--- src/rtl/prio_irq_pkg.sv ---
package prio_irq_pkg;
  localparam int VEC_W    = 4;
  localparam int VEC_BASE = 2;
  localparam logic [VEC_W-1:0] VEC_RESET = 4'd0;
  localparam logic [VEC_W-1:0] VEC_BREAK = 4'd1;

  localparam logic [2:0] REG_REQ_LO  = 3'd0;
  localparam logic [2:0] REG_REQ_HI  = 3'd1;
  localparam logic [2:0] REG_EN_LO   = 3'd2;
  localparam logic [2:0] REG_EN_HI   = 3'd3;
  localparam logic [2:0] REG_RISE_LO = 3'd4;
  localparam logic [2:0] REG_RISE_HI = 3'd5;
  localparam logic [2:0] REG_SEL     = 3'd6;

  typedef logic [VEC_W-1:0] vec_code_t;
endpackage

--- src/rtl/prio_irq_sync.sv ---
module prio_irq_sync #(
  parameter int W = 7
) (
  input  logic         clk_i,
  input  logic         rst_ni,
  input  logic [W-1:0] async_i,
  output logic [W-1:0] sync_o
);
  logic [W-1:0] meta_q;
  logic [W-1:0] stab_q;

  always_ff @(posedge clk_i or negedge rst_ni) begin
    if (!rst_ni) begin
      meta_q <= '0;
      stab_q <= '0;
    end else begin
      meta_q <= async_i;
      stab_q <= meta_q;
    end
  end

  assign sync_o = stab_q;
endmodule

--- src/rtl/prio_irq_edge_det.sv ---
module prio_irq_edge_det (
  input  logic clk_i,
  input  logic rst_ni,
  input  logic prim_i,
  input  logic alt_i,
  input  logic use_alt_i,
  input  logic rise_sel_i,
  output logic hit_o
);
  logic lvl;
  logic eff;
  logic prev_q;

  // Source choice and polarity sit ahead of the history flop, so a change
  // of either one looks like an edge of the effective level.
  assign lvl   = use_alt_i ? alt_i : prim_i;
  assign eff   = rise_sel_i ? lvl : ~lvl;
  assign hit_o = eff & ~prev_q;

  always_ff @(posedge clk_i or negedge rst_ni) begin
    if (!rst_ni) prev_q <= 1'b1;
    else         prev_q <= eff;
  end
endmodule

--- src/rtl/prio_irq_regbank.sv ---
module prio_irq_regbank
  import prio_irq_pkg::*;
#(
  parameter int NUM_VEC = 14,
  parameter int NUM_SHR = 5
) (
  input  logic               clk_i,
  input  logic               rst_ni,
  input  logic               bus_we_i,
  input  logic [2:0]         bus_addr_i,
  input  logic [7:0]         bus_wdata_i,
  output logic [7:0]         bus_rdata_o,
  input  logic [NUM_VEC-1:0] hw_set_i,
  input  logic [NUM_VEC-1:0] acc_clr_i,
  output logic [NUM_VEC-1:0] req_o,
  output logic [NUM_VEC-1:0] en_o,
  output logic [NUM_VEC-1:0] rise_o,
  output logic [NUM_SHR-1:0] sel_o
);
  logic [NUM_VEC-1:0] req_q, en_q, rise_q;
  logic [NUM_SHR-1:0] sel_q;
  logic [NUM_VEC-1:0] sw_clr, en_wr, rise_wr;
  logic [15:0]        wd16;
  logic [15:0]        req16, en16, rise16;
  logic [7:0]         sel8;

  assign wd16 = {bus_wdata_i, bus_wdata_i};

  always_comb begin
    for (int i = 0; i < NUM_VEC; i++) begin
      sw_clr[i]  = bus_we_i && !wd16[i] &&
                   (bus_addr_i == ((i < 8) ? REG_REQ_LO : REG_REQ_HI));
      en_wr[i]   = bus_we_i &&
                   (bus_addr_i == ((i < 8) ? REG_EN_LO : REG_EN_HI));
      rise_wr[i] = bus_we_i &&
                   (bus_addr_i == ((i < 8) ? REG_RISE_LO : REG_RISE_HI));
    end
  end

  always_ff @(posedge clk_i or negedge rst_ni) begin
    if (!rst_ni) begin
      req_q  <= '0;
      en_q   <= '0;
      rise_q <= '0;
      sel_q  <= '0;
    end else begin
      // A hardware event outranks any clear in the same cycle.
      req_q <= (req_q & ~sw_clr & ~acc_clr_i) | hw_set_i;
      for (int i = 0; i < NUM_VEC; i++) begin
        if (en_wr[i])   en_q[i]   <= wd16[i];
        if (rise_wr[i]) rise_q[i] <= wd16[i];
      end
      if (bus_we_i && bus_addr_i == REG_SEL) sel_q <= bus_wdata_i[NUM_SHR-1:0];
    end
  end

  always_comb begin
    req16  = '0;
    en16   = '0;
    rise16 = '0;
    sel8   = '0;
    req16[NUM_VEC-1:0]  = req_q;
    en16[NUM_VEC-1:0]   = en_q;
    rise16[NUM_VEC-1:0] = rise_q;
    sel8[NUM_SHR-1:0]   = sel_q;
    case (bus_addr_i)
      REG_REQ_LO:  bus_rdata_o = req16[7:0];
      REG_REQ_HI:  bus_rdata_o = req16[15:8];
      REG_EN_LO:   bus_rdata_o = en16[7:0];
      REG_EN_HI:   bus_rdata_o = en16[15:8];
      REG_RISE_LO: bus_rdata_o = rise16[7:0];
      REG_RISE_HI: bus_rdata_o = rise16[15:8];
      REG_SEL:     bus_rdata_o = sel8;
      default:     bus_rdata_o = '0;
    endcase
  end

  assign req_o  = req_q;
  assign en_o   = en_q;
  assign rise_o = rise_q;
  assign sel_o  = sel_q;
endmodule

--- src/rtl/prio_irq_arbiter.sv ---
module prio_irq_arbiter
  import prio_irq_pkg::*;
#(
  parameter int NUM_VEC = 14
) (
  input  logic               rst_pend_i,
  input  logic               brk_pend_i,
  input  logic [NUM_VEC-1:0] req_i,
  input  logic [NUM_VEC-1:0] en_i,
  input  logic               gdis_i,
  input  logic               ready_i,
  output logic               take_o,
  output vec_code_t          vec_o,
  output logic               take_rst_o,
  output logic               take_brk_o,
  output logic [NUM_VEC-1:0] grant_o
);
  logic [NUM_VEC-1:0] elig;
  logic               any_mask;
  vec_code_t          mask_code;
  logic [NUM_VEC-1:0] mask_oh;

  assign elig = req_i & en_i & {NUM_VEC{~gdis_i}};

  // Scan from the top down so the lowest eligible index is left standing.
  always_comb begin
    any_mask  = 1'b0;
    mask_code = '0;
    mask_oh   = '0;
    for (int i = NUM_VEC - 1; i >= 0; i--) begin
      if (elig[i]) begin
        any_mask  = 1'b1;
        mask_code = VEC_W'(i) + VEC_W'(VEC_BASE);
        mask_oh   = '0;
        mask_oh[i] = 1'b1;
      end
    end
  end

  always_comb begin
    take_rst_o = 1'b0;
    take_brk_o = 1'b0;
    grant_o    = '0;
    vec_o      = '0;
    take_o     = 1'b0;
    if (ready_i) begin
      if (rst_pend_i) begin
        take_o     = 1'b1;
        take_rst_o = 1'b1;
        vec_o      = VEC_RESET;
      end else if (brk_pend_i) begin
        take_o     = 1'b1;
        take_brk_o = 1'b1;
        vec_o      = VEC_BREAK;
      end else if (any_mask) begin
        take_o  = 1'b1;
        grant_o = mask_oh;
        vec_o   = mask_code;
      end
    end
  end
endmodule

--- src/rtl/prio_irq_ctrl.sv ---
module prio_irq_ctrl
  import prio_irq_pkg::*;
#(
  parameter int NUM_EXT = 7,
  parameter int NUM_VEC = 14,
  parameter int NUM_SHR = 5,
  localparam int NUM_INT = NUM_VEC - NUM_EXT + NUM_SHR
) (
  input  logic               clk_i,
  input  logic               rst_ni,
  input  logic [NUM_EXT-1:0] ext_irq_i,
  input  logic [NUM_INT-1:0] int_irq_i,
  input  logic               brk_req_i,
  input  logic               gdis_i,
  input  logic               core_ready_i,
  output logic               take_o,
  output logic [VEC_W-1:0]   take_vec_o,
  input  logic               bus_we_i,
  input  logic [2:0]         bus_addr_i,
  input  logic [7:0]         bus_wdata_i,
  output logic [7:0]         bus_rdata_o
);
  logic [NUM_EXT-1:0] ext_sync;
  logic [NUM_VEC-1:0] hw_set, grant, req_q, en_q, rise_q;
  logic [NUM_SHR-1:0] sel_q;
  logic               rst_pend_q, brk_pend_q;
  logic               take_rst, take_brk;
  vec_code_t          vec_c;

  prio_irq_sync #(.W(NUM_EXT)) u_sync (
    .clk_i(clk_i), .rst_ni(rst_ni), .async_i(ext_irq_i), .sync_o(ext_sync)
  );

  for (genvar v = 0; v < NUM_VEC; v++) begin : g_vec
    logic prim, alt, use_alt;
    if (v < NUM_EXT) begin : g_ext
      assign prim = ext_sync[v];
    end else begin : g_int
      assign prim = int_irq_i[v-NUM_EXT];
    end
    if (v < NUM_SHR) begin : g_shr
      assign alt     = int_irq_i[NUM_VEC-NUM_EXT+v];
      assign use_alt = sel_q[v];
    end else begin : g_solo
      assign alt     = 1'b0;
      assign use_alt = 1'b0;
    end
    prio_irq_edge_det u_det (
      .clk_i(clk_i), .rst_ni(rst_ni), .prim_i(prim), .alt_i(alt),
      .use_alt_i(use_alt), .rise_sel_i(rise_q[v]), .hit_o(hw_set[v])
    );
  end

  prio_irq_regbank #(.NUM_VEC(NUM_VEC), .NUM_SHR(NUM_SHR)) u_bank (
    .clk_i(clk_i), .rst_ni(rst_ni), .bus_we_i(bus_we_i), .bus_addr_i(bus_addr_i),
    .bus_wdata_i(bus_wdata_i), .bus_rdata_o(bus_rdata_o), .hw_set_i(hw_set),
    .acc_clr_i(grant), .req_o(req_q), .en_o(en_q), .rise_o(rise_q), .sel_o(sel_q)
  );

  prio_irq_arbiter #(.NUM_VEC(NUM_VEC)) u_arb (
    .rst_pend_i(rst_pend_q), .brk_pend_i(brk_pend_q), .req_i(req_q), .en_i(en_q),
    .gdis_i(gdis_i), .ready_i(core_ready_i), .take_o(take_o), .vec_o(vec_c),
    .take_rst_o(take_rst), .take_brk_o(take_brk), .grant_o(grant)
  );

  always_ff @(posedge clk_i or negedge rst_ni) begin
    if (!rst_ni) begin
      rst_pend_q <= 1'b1;
      brk_pend_q <= 1'b0;
    end else begin
      if (take_rst) rst_pend_q <= 1'b0;
      brk_pend_q <= (brk_pend_q & ~take_brk) | brk_req_i;
    end
  end

  assign take_vec_o = vec_c;
endmodule

--- config.mk ---
export PLATFORM = sky130hd
export DESIGN_NAME = prio_irq_ctrl
export DESIGN_NICKNAME = d
export VERILOG_FILES = /design/src/rtl/prio_irq_pkg.sv /design/src/rtl/prio_irq_sync.sv /design/src/rtl/prio_irq_edge_det.sv /design/src/rtl/prio_irq_regbank.sv /design/src/rtl/prio_irq_arbiter.sv /design/src/rtl/prio_irq_ctrl.sv
export SDC_FILE = /design/constraint.sdc
export NUM_CORES = 1
export LEC_CHECK = 0
export ABC_CLOCK_PERIOD_IN_PS = 4000
export BUFFER_PORTS_ARGS = -buffer_cell sky130_fd_sc_hd__buf_2
export CAP_MARGIN = 20
export CORE_ASPECT_RATIO = 2
export CORE_MARGIN = 2
export CORE_UTILIZATION = 55
export DETAILED_ROUTE_END_ITERATION = 12
export PLACE_DENSITY = 0.84
export SETUP_SLACK_MARGIN = 0.05
export SYNTH_ARGS = -nofsm -noshare
export SYNTH_HDL_FRONTEND = slang
export SYNTH_SLANG_ARGS = --single-unit
--- constraint.sdc ---
create_clock -name clk_i -period 4 [get_ports clk_i]
set_clock_uncertainty 0.1 [all_clocks]
set_input_delay 0.2 -clock clk_i [delete_from_list [all_inputs] [get_ports clk_i]]
set_output_delay 0.2 -clock clk_i [all_outputs]
set_load 0.01 [all_outputs]
[After elaboration in Yosys (flattened, before gate mapping)]
Index checks and enable logic that the tools add are counted.
Word-level totals
  bits in registers: 77
  bits in latches: 0
  memory bits (writable): 0
  ROM bits: 0
  input bits: 36
  output and inout port bits: 13
  logic and storage cells: 198
  memories kept: 0
Operators by class
  add/subtract/negate cells: 0
  multipliers: 0
  divide/modulo/power cells: 0
  order comparisons: 0
  eq/ne operators: 6
  shift-type cells: 0
  multiplexer cells: 79
  bitwise logic cells: 53
  reductions and logical operators: 36
Operator list (count)
  $mux W14: 18
  $mux W4: 18
  $and A14 B14 Y14: 4
  $pmux W8 S7: 1
  $mux W1: 42
  $not A1 Y1: 30
  $not A14 Y14: 2
  $logic_and A1 B1 Y1: 27
  $and A1 B1 Y1: 15
  $or A14 B14 Y14: 1
  $eq A3 B3 Y1 const B: 3
  $logic_not A1 Y1: 8
  $eq A3 B2 Y1 const B: 2
  $eq A3 B1 Y1 const B: 1
  $logic_not A3 Y1: 1
  $or A1 B1 Y1: 1

[Longest topological paths before layout]
Gate-level depths: netlist of run 1.
  depth in word-level cells: 23
  gate-level depth with buffers: 6
  mapped depth without buffers: 4

[Hierarchy]
Synthesis of run 1 repeated with hierarchy kept, for this count alone.
Second synthesis, totals
  cells, all modules: 370
  area, all modules: 4186.5 sq um
By module, submodules not included
  prio_irq_regbank: times used 1, cells each 189, area an instance 2351.0 sq um, sequential area each 1176.1 sq um
  prio_irq_edge_det: times used 14, cells each 6, area an instance 66.3 sq um, sequential area each 26.3 sq um
  prio_irq_arbiter: times used 1, cells each 77, area an instance 484.2 sq um, sequential area each 0.0 sq um
  prio_irq_sync: times used 1, cells each 14, area an instance 350.3 sq um, sequential area each 350.3 sq um
  prio_irq_ctrl: times used 1, cells each 6, area an instance 72.6 sq um, sequential area each 51.3 sq um

[Worst setup path after synthesis of run 1]
No wires, ideal clock.
  path type: reg2out
  from: reg u_bank.req_q[7] (netlist: u_bank.req_o[7])
  to: out take_o
  arrival time: 1.410 ns
  data required time: 3.700 ns
  slack: 2.290 ns
  stages on the path, launching flop included: 5
  path buffers: 0
  cells stage by stage: dfrtp_1 > a22oi_2 > a41oi_2 > or3_1 > o31a_1
On the way
  longest elaborated chain between the ends: 14
RTL lines
  start, declared: line prio_irq_regbank.sv:20  | logic [NUM_VEC-1:0] req_q, en_q, rise_q;
  start signal, assigned: line prio_irq_regbank.sv:48  | req_q <= (req_q & ~sw_clr & ~acc_clr_i) | hw_set_i;
  $and A14 B14 Y14 (2 in a row): line prio_irq_arbiter.sv:23  | assign elig = req_i & en_i & {NUM_VEC{~gdis_i}};
  $mux W1 (8 in a row): line prio_irq_arbiter.sv:31  | if (elig[i]) begin
  $mux W1: line prio_irq_arbiter.sv:55  | end else if (any_mask) begin
  $mux W1: line prio_irq_arbiter.sv:51  | end else if (brk_pend_i) begin
  $mux W1: line prio_irq_arbiter.sv:47  | if (rst_pend_i) begin
  $mux W1: line prio_irq_arbiter.sv:46  | if (ready_i) begin
  end, declared: line prio_irq_ctrl.sv:16  | output logic take_o,
Every way passes these cells.

[Worst setup path after layout of run 1]
Ends and elaborated chain as after synthesis.

==> impl_metrics.env, run 1 <==
export IMPL_path_buf_inv=1
export IMPL_ff2ff_setup_slack_ps=2070
export IMPL_period_minus_slack_ps=2390
export IMPL_numCtsBuffers=9
export IMPL_slowest_stage="dfrtp_1"
export IMPL_vdd_drop_max_mv=0.463
export IMPL_synth_area_um2=3780
export IMPL_final_common_cell="dfrtp_1"
export IMPL_grt_pass1_vias=3004
export IMPL_path_cells="a22oi_2, a41oi_2, or3_1, o31a_1, buf_2"
export IMPL_drt_iter0_drc=169
export IMPL_post_route_period_util=0.597
export IMPL_utilization=0.691
export IMPL_setup_violations=0
export IMPL_post_drt_wl_per_cell_um=18.5
export IMPL_clk_pin_slew_ps=50
export IMPL_holdPathStages=2
export IMPL_io_pins=49
export IMPL_drv_slew=0
export IMPL_antennaDiodeCount=0
export IMPL_firstDrtPassIters=6
export IMPL_die_w_um=62.7
export IMPL_hold_viol_final=0
export IMPL_crit_arrival_ps=2090
export IMPL_rsz0062_at_grt="no"
export IMPL_synthCells=323
export IMPL_hp_start="bus_wdata_i[7]"
export IMPL_clockBufferDepth=2
export IMPL_status="complete, no violations"
export IMPL_h_tree_depth=3
export IMPL_endpoint_kind="primary output"
export IMPL_r2r_end="u_bank.req_o[13]"
export IMPL_drtAntennaViolNets=0
export IMPL_wirelength_um=8870
export IMPL_core_area_um2=6620
export IMPL_worst_path_max_fanout=4
export IMPL_worst_hold_path_endpoint="u_bank.rise_o[7]"
export IMPL_ys_ff_latch=77
export IMPL_fillers=502
export IMPL_grt_usage=0.254
export IMPL_critical_path_startpoint_type="flip-flop"
export IMPL_seq_area_frac_synth=0.514
export IMPL_antenna_found_initial=0
export IMPL_synthFlopType="dfrtp_1"
export IMPL_critPathMaxStageDelay_ps=450
export IMPL_syn_num_nets=359
export IMPL_ys_types=57
export IMPL_whs_ps=48.2
export IMPL_die_area_um2=7600
export IMPL_grt_pass1_wl_um=14600
export IMPL_ys_warn_count=0
export IMPL_cts_resized=0
export IMPL_grt_max_degree=78
export IMPL_nets=423
export IMPL_reg2reg_depth=4
export IMPL_p_leak_nw=1.92
export IMPL_layout_common_cells="dfrtp_1 (62), buf_2 (47), mux2_2 (38)"
export IMPL_pwr_density_cell_nw_per_um2=565
export IMPL_hold_class="primary input to flip-flop"
export IMPL_clock_fmax_mhz=419
export IMPL_finalSetupTns_ps=0
export IMPL_start_util=0.572
export IMPL_r2r_start="u_bank.req_o[7]"
export IMPL_routabilityCongestion=0.864
export IMPL_synthToLayoutAreaGrowth_pct=20.9
export IMPL_row_count=42
export IMPL_clock_sinks=77
export IMPL_vias_per_cell=6.03
export IMPL_drc=0
export IMPL_synth_edf_count=0
export IMPL_crit_family="compound AO/OA/AOI/OAI gates"
export IMPL_max_cap_violations=0
export IMPL_hpwl_um=6190
export IMPL_syn_avg_cell_area_um2=11.7
export IMPL_portBuffers=48
export IMPL_slew_limit_headroom=0.370
export IMPL_cp_required_ps=3700
export IMPL_num_vias=2895
export IMPL_cts_hold_buf=17
export IMPL_cts_tree="yes"
export IMPL_root_buffer="clkbuf_16"
export IMPL_worst_pin_slew_ps=946
export IMPL_die_y_um=121
export IMPL_worstSetupPathType="flip-flop to primary output"
export IMPL_async_flop_share=1.00
export IMPL_layout_drive_gt1_share=0.339
export IMPL_cts_post_setup_buffers_inserted=0
export IMPL_clk_latency_ps=340
export IMPL_power_mw=2.59
export IMPL_grt_ovfl_total=0
-- kinds of logic after synthesis --
group / synth area share
and+or+nand+nor: 0.132
buffers and inverters: 0.0228
AOI/OAI and AO/OA: 0.130
xor gates and xnor gates: 0.0324
muxes: 0.169
DFF: 0.514
-- flip-flops by register name (all words and copies together) (netlist names) --
signal	count
g_vec.u_det.prev_q	14
u_bank.en_o	14
u_bank.req_o	14
u_bank.rise_o	14
u_sync.meta_q	7
u_sync.sync_o	7
u_bank.sel_o	5
brk_pend_q	1
rst_pend_q	1
-- where the power goes --
group | switching, mW | total [mW] | internal (mW) | leakage (nW)
clock | 0.316 | 0.925 | 0.609 | 0.163
sequential | 0.146 | 1.11 | 0.965 | 0.860
combinational | 0.278 | 0.551 | 0.273 | 0.898
-- through the flow --
step / instances / setup slack, ps / area, um2
floorplan: 323 / 2290 / 3780
global placement: 447 / 1940 / 4070
detailed placement: 447 / 1860 / 4070
CTS: 480 / 1660 / 4580
global route: 480 / 1570 / 4580
finish: 480 / 1610 / 4580
-- layout make-up --
type / count / area, um2 / share of cell area
flip-flops and latches: 77 / 1950 / 0.425
multi-input cells: 230 / 1750 / 0.383
repair buffers: 65 / 413 / 0.0902
clock buffers: 10 / 229 / 0.0500
clock inverters: 6 / 111 / 0.0243
well taps: 88 / 110 / 0.0241
inverters: 4 / 15.0 / 0.00328
-- routing by layer --
| layer | global-route usage | up-vias | share of wire | routed length [um] |
|---|---|---|---|---|
| li1 | - | 1315 | - | - |
| met1 | 0.280 | 1419 | 0.36 | 3230 |
| met2 | 0.444 | 125 | 0.54 | 4770 |
| met3 | 0.0408 | 36 | 0.054 | 476 |
| met4 | 0.175 | 0 | 0.045 | 396 |
| met5 | 0 | - | 0 | 0 |
-- how the worst max path moves through the flow --
stage | from | to | cells after the start
6_report | u_bank.req_o[7] | take_o | 5
5_1_grt | u_bank.req_o[7] | take_o | 5
4_1_cts | u_bank.req_o[7] | take_o | 5
3_5_place_dp | bus_addr_i[1] | u_bank.en_o[3] | 4
3_3_place_gp | bus_addr_i[1] | u_bank.en_o[7] | 4
2_1_floorplan | u_bank.req_o[7] | take_o | 4
-- worst register-to-register path, delay by kind of cell, from the launching register on --
kind             cells  cell delay [ps]
AO/OA/AOI/OAI        3              750
flip-flops           1              450
AND/OR/NAND/NOR      1              490
-- synthesized netlist by cell type (2+ instances only) --
library cell | count | area (um2)
o21ai_0 | 27 | 135
dfrtp_1 | 62 | 1550
nor2_1 | 12 | 45.0
and3b_1 | 2 | 17.5
nor3b_1 | 3 | 22.5
xnor2_1 | 8 | 70.1
dfstp_2 | 15 | 394
a22oi_2 | 4 | 50.1
nor2b_1 | 5 | 31.3
mux4_2 | 4 | 90.1
nor3_1 | 7 | 35.0
a22oi_1 | 5 | 37.5
a22o_1 | 2 | 17.5
buf_2 | 4 | 20.0
nor4b_2 | 2 | 30.0
nand3_1 | 2 | 10.0
or2_2 | 2 | 12.5
o211ai_1 | 3 | 22.5
nand2_1 | 27 | 101
buf_4 | 3 | 22.5
o21bai_1 | 2 | 15.0
mux2i_1 | 12 | 120
nand3b_1 | 2 | 15.0
a21oi_1 | 9 | 45.0
o31ai_1 | 3 | 22.5
xor2_1 | 6 | 52.6
nand2b_1 | 14 | 87.6
a31oi_1 | 3 | 18.8
o221ai_1 | 3 | 26.3
mux2_2 | 38 | 428
nor4b_1 | 2 | 17.5
clkbuf_2 | 2 | 10.0
inv_1 | 4 | 15.0
(Power assumes the default switching activity.)
==> inputs of run 2 (changes only) <==
- ABC_AREA: default -> 1
- ABC_CLOCK_PERIOD_IN_PS: 4000 -> 2000
- CORE_UTILIZATION: 55 -> 52
- clock period: 4 -> 2 ns (I/O delays scaled with it)
==> run 2 against run 1 <==
Utilization barely moved. Count of clock-buffer cells in the layout grew 2. Global-route usage rose by 4.1 points. Synthesized cell count up 37%. Clock power increased by 60%. Die area up 3.6%. Hold slack worse by 35 ps. Register-to-register slack got worse by 1800 ps. First-iteration DRC count increased by 13%. Synthesized area fell by 1.9%. Routed wire length is 23% higher. Highest routed layer unchanged.
==> impl_metrics.env, run 2 <==
export IMPL_drc=0
export IMPL_synth_xor_xnor_area_share=0.0236
export IMPL_slew_limit_headroom=0.617
export IMPL_clock_sinks=77
export IMPL_yosys_top_cells_area="dfrtp_1 (42%), nand2_1 (11%), dfstp_2 (11%)"
export IMPL_synthSimpleGateAreaFrac=0.233
export IMPL_ys_warn_count=0
export IMPL_clock_fmax_mhz=521
export IMPL_firstDrtPassIters=5
export IMPL_layout_drive_gt1_share=0.256
export IMPL_num_vias=3522
export IMPL_die_y_um=124
export IMPL_synth_top_area_share=0.418
export IMPL_max_cap_violations=0
export IMPL_layout_common_cells="nand2_1 (100), inv_1 (62), dfrtp_1 (61)"
export IMPL_multi_input_area_um2=1590
export IMPL_portBuffers=48
export IMPL_worstSetupPathType="flip-flop to primary output"
export IMPL_clk_latency_ps=330
export IMPL_vdd_drop_max_mv=0.697
export IMPL_grt_pass1_vias=3579
export IMPL_ff_latch_area_um2=1950
export IMPL_endpoint_kind="primary output"
export IMPL_ys_types=37
export IMPL_die_area_um2=7870
export IMPL_syn_num_nets=478
export IMPL_synth_area_um2=3710
export IMPL_synthFlopType="dfrtp_1"
export IMPL_h_tree_depth=3
export IMPL_vias_per_cell=5.57
export IMPL_drv_slew=0
export IMPL_post_route_period_util=0.960
export IMPL_row_count=43
export IMPL_whs_ps=13.5
export IMPL_nets=573
export IMPL_drt_iter0_drc=191
export IMPL_core_area_um2=6940
export IMPL_numCtsBuffers=9
export IMPL_finalSetupTns_ps=0
export IMPL_ys_ff_latch=77
export IMPL_crit_arrival_ps=1720
export IMPL_routabilityCongestion=0.931
export IMPL_synth_most_common_cell="nand2_1"
export IMPL_period_minus_slack_ps=1920
export IMPL_muxShareOfSynthArea=0.00809
export IMPL_p_leak_nw=2.33
export IMPL_root_buffer="clkbuf_16"
export IMPL_clk_pin_slew_ps=60
export IMPL_async_flop_share=1.00
export IMPL_synthCells=442
export IMPL_netlist_top_cells_count="nand2_1 (107), dfrtp_1 (62), inv_1 (62)"
export IMPL_grt_usage=0.296
export IMPL_wirelength_um=10900
export IMPL_setup_violations=0
export IMPL_holdPathStages=3
export IMPL_start_util=0.535
export IMPL_synth_edf_count=0
export IMPL_hpwl_um=8050
export IMPL_grt_pass1_wl_um=17200
export IMPL_hold_class="primary input to flip-flop"
export IMPL_final_area_um2=4800
export IMPL_antennaDiodeCount=0
export IMPL_rsz0062_at_grt="yes"
export IMPL_hold_viol_final=0
export IMPL_cts_tree="yes"
export IMPL_antenna_found_initial=0
export IMPL_yosys_area_share_adder=0
export IMPL_io_pins=49
export IMPL_fillers=552
export IMPL_seq_area_frac_synth=0.524
export IMPL_reg2reg_depth=10
export IMPL_grt_ovfl_total=0
export IMPL_drtAntennaViolNets=0
export IMPL_critical_path_startpoint_type="flip-flop"
export IMPL_grt_max_degree=46
export IMPL_worst_path_max_fanout=3
export IMPL_fin_ws_ps=80.9
export IMPL_final_common_cell="nand2_1"
export IMPL_synth_compound_area_share=0.138
export IMPL_worst_pin_slew_ps=574
export IMPL_yosys_area_top_type="dfrtp_1"
export IMPL_syn_avg_cell_area_um2=8.40
export IMPL_synthToLayoutAreaGrowth_pct=29.3
export IMPL_status="complete, no violations"
export IMPL_cp_required_ps=1800
export IMPL_synth_top_family_by_area="simple AND/OR/NAND/NOR gates"
export IMPL_pwr_density_cell_nw_per_um2=993
export IMPL_clockBufferDepth=2
export IMPL_dpl_cell_area_um2=4150
export IMPL_post_drt_wl_per_cell_um=17.3
export IMPL_dp_slack_ps=271
export IMPL_die_w_um=63.8
run 2: cell types whose count changed in the layout (fill, tap and decap cells not counted), moves of 9 or more:
cell	before	now
mux2i_1	12	3
mux2_2	38	0
buf_4	1	19
o21ai_0	27	37
inv_1	4	62
nor2_1	12	27
o21ai_1	1	11
nand2b_1	14	0
nand2_1	27	100
nand2_2	0	9
nand3_1	2	25
run 2: kinds of logic after synthesis:
logic type / count (synthesis)
and+or+nand+nor: 195
AOI/OAI and AO/OA: 85
DFF: 77
buffers and inverters: 72
xor gates and xnor gates: 10
muxes: 3
run 2: report_power, final:
group | switching [mW] | internal [mW] | total [mW]
Combinational | 0.729 | 0.474 | 1.20
Sequential | 0.207 | 1.88 | 2.08
Clock | 0.609 | 0.869 | 1.48
Total | 1.55 | 3.22 | 4.77
run 2: final timing paths:
| kind | slack, ps | end | startpoint |
|---|---|---|---|
| setup reg to reg | 270 | u_bank.req_o[13] | u_bank.en_o[7] |
| max in group asynchronous | 910 | rst_pend_q | rst_ni |
| hold / removal | 10 | u_bank.req_o[8] | bus_wdata_i[0] |
| hold reg to reg | 250 | u_sync.sync_o[5] | u_sync.meta_q[5] |
| setup / recovery | 80 | take_vec_o[0] | u_bank.req_o[13] |
| min in group asynchronous | 230 | u_sync.meta_q[0] | rst_ni |
run 2: area by class of cell:
| type | instances | share of cell area |
|---|---|---|
| Clock inverter | 4 | 0.00521 |
| Sequential cell | 77 | 0.406 |
| Inverter | 65 | 0.0508 |
| Timing Repair Buffer | 91 | 0.133 |
| Multi-Input combinational cell | 293 | 0.331 |
| Tap cell | 90 | 0.0235 |
| Clock buffer | 12 | 0.0513 |
run 2: per-stage QoR:
stage	total power, mW	cells	utilization
floorplan	2.74	442	-
global placement	3.11	586	0.598
detailed placement	3.14	586	0.598
CTS	4.68	628	0.676
global route	5.01	632	0.692
finish	4.77	632	0.692
run 2: metal layers:
layer	part of all wire	GRT usage	wire length (um)
met2	0.53	0.515	5760
met5	0	0	0
met1	0.35	0.298	3770
met3	0.048	0.0664	524
met4	0.078	0.236	850
run 2: what timing repair did:
action                                  in CTS  in global routing
buffers inserted                             2                  4
hold buffers                                24                  0
endpoints found under the setup margin       3                  5
resized for setup                            6                 21
cloned                                       0                  0
hold endpoints to repair                    63                  0
pin swaps                                    3                  3
run 2: worst max-delay path, cell delays in order (launching register included):
cell and delay [ps]:
dfrtp_1 380, nand2_2 80, nor2_2 140, nand2_1 90, nand2_2 90, nand2_1 60, nand2_1 60, nand2_1 50
nand2_1 50, nand2_1 50, nand2_1 50, nand2_1 50, a21oi_1 110, buf_2 140
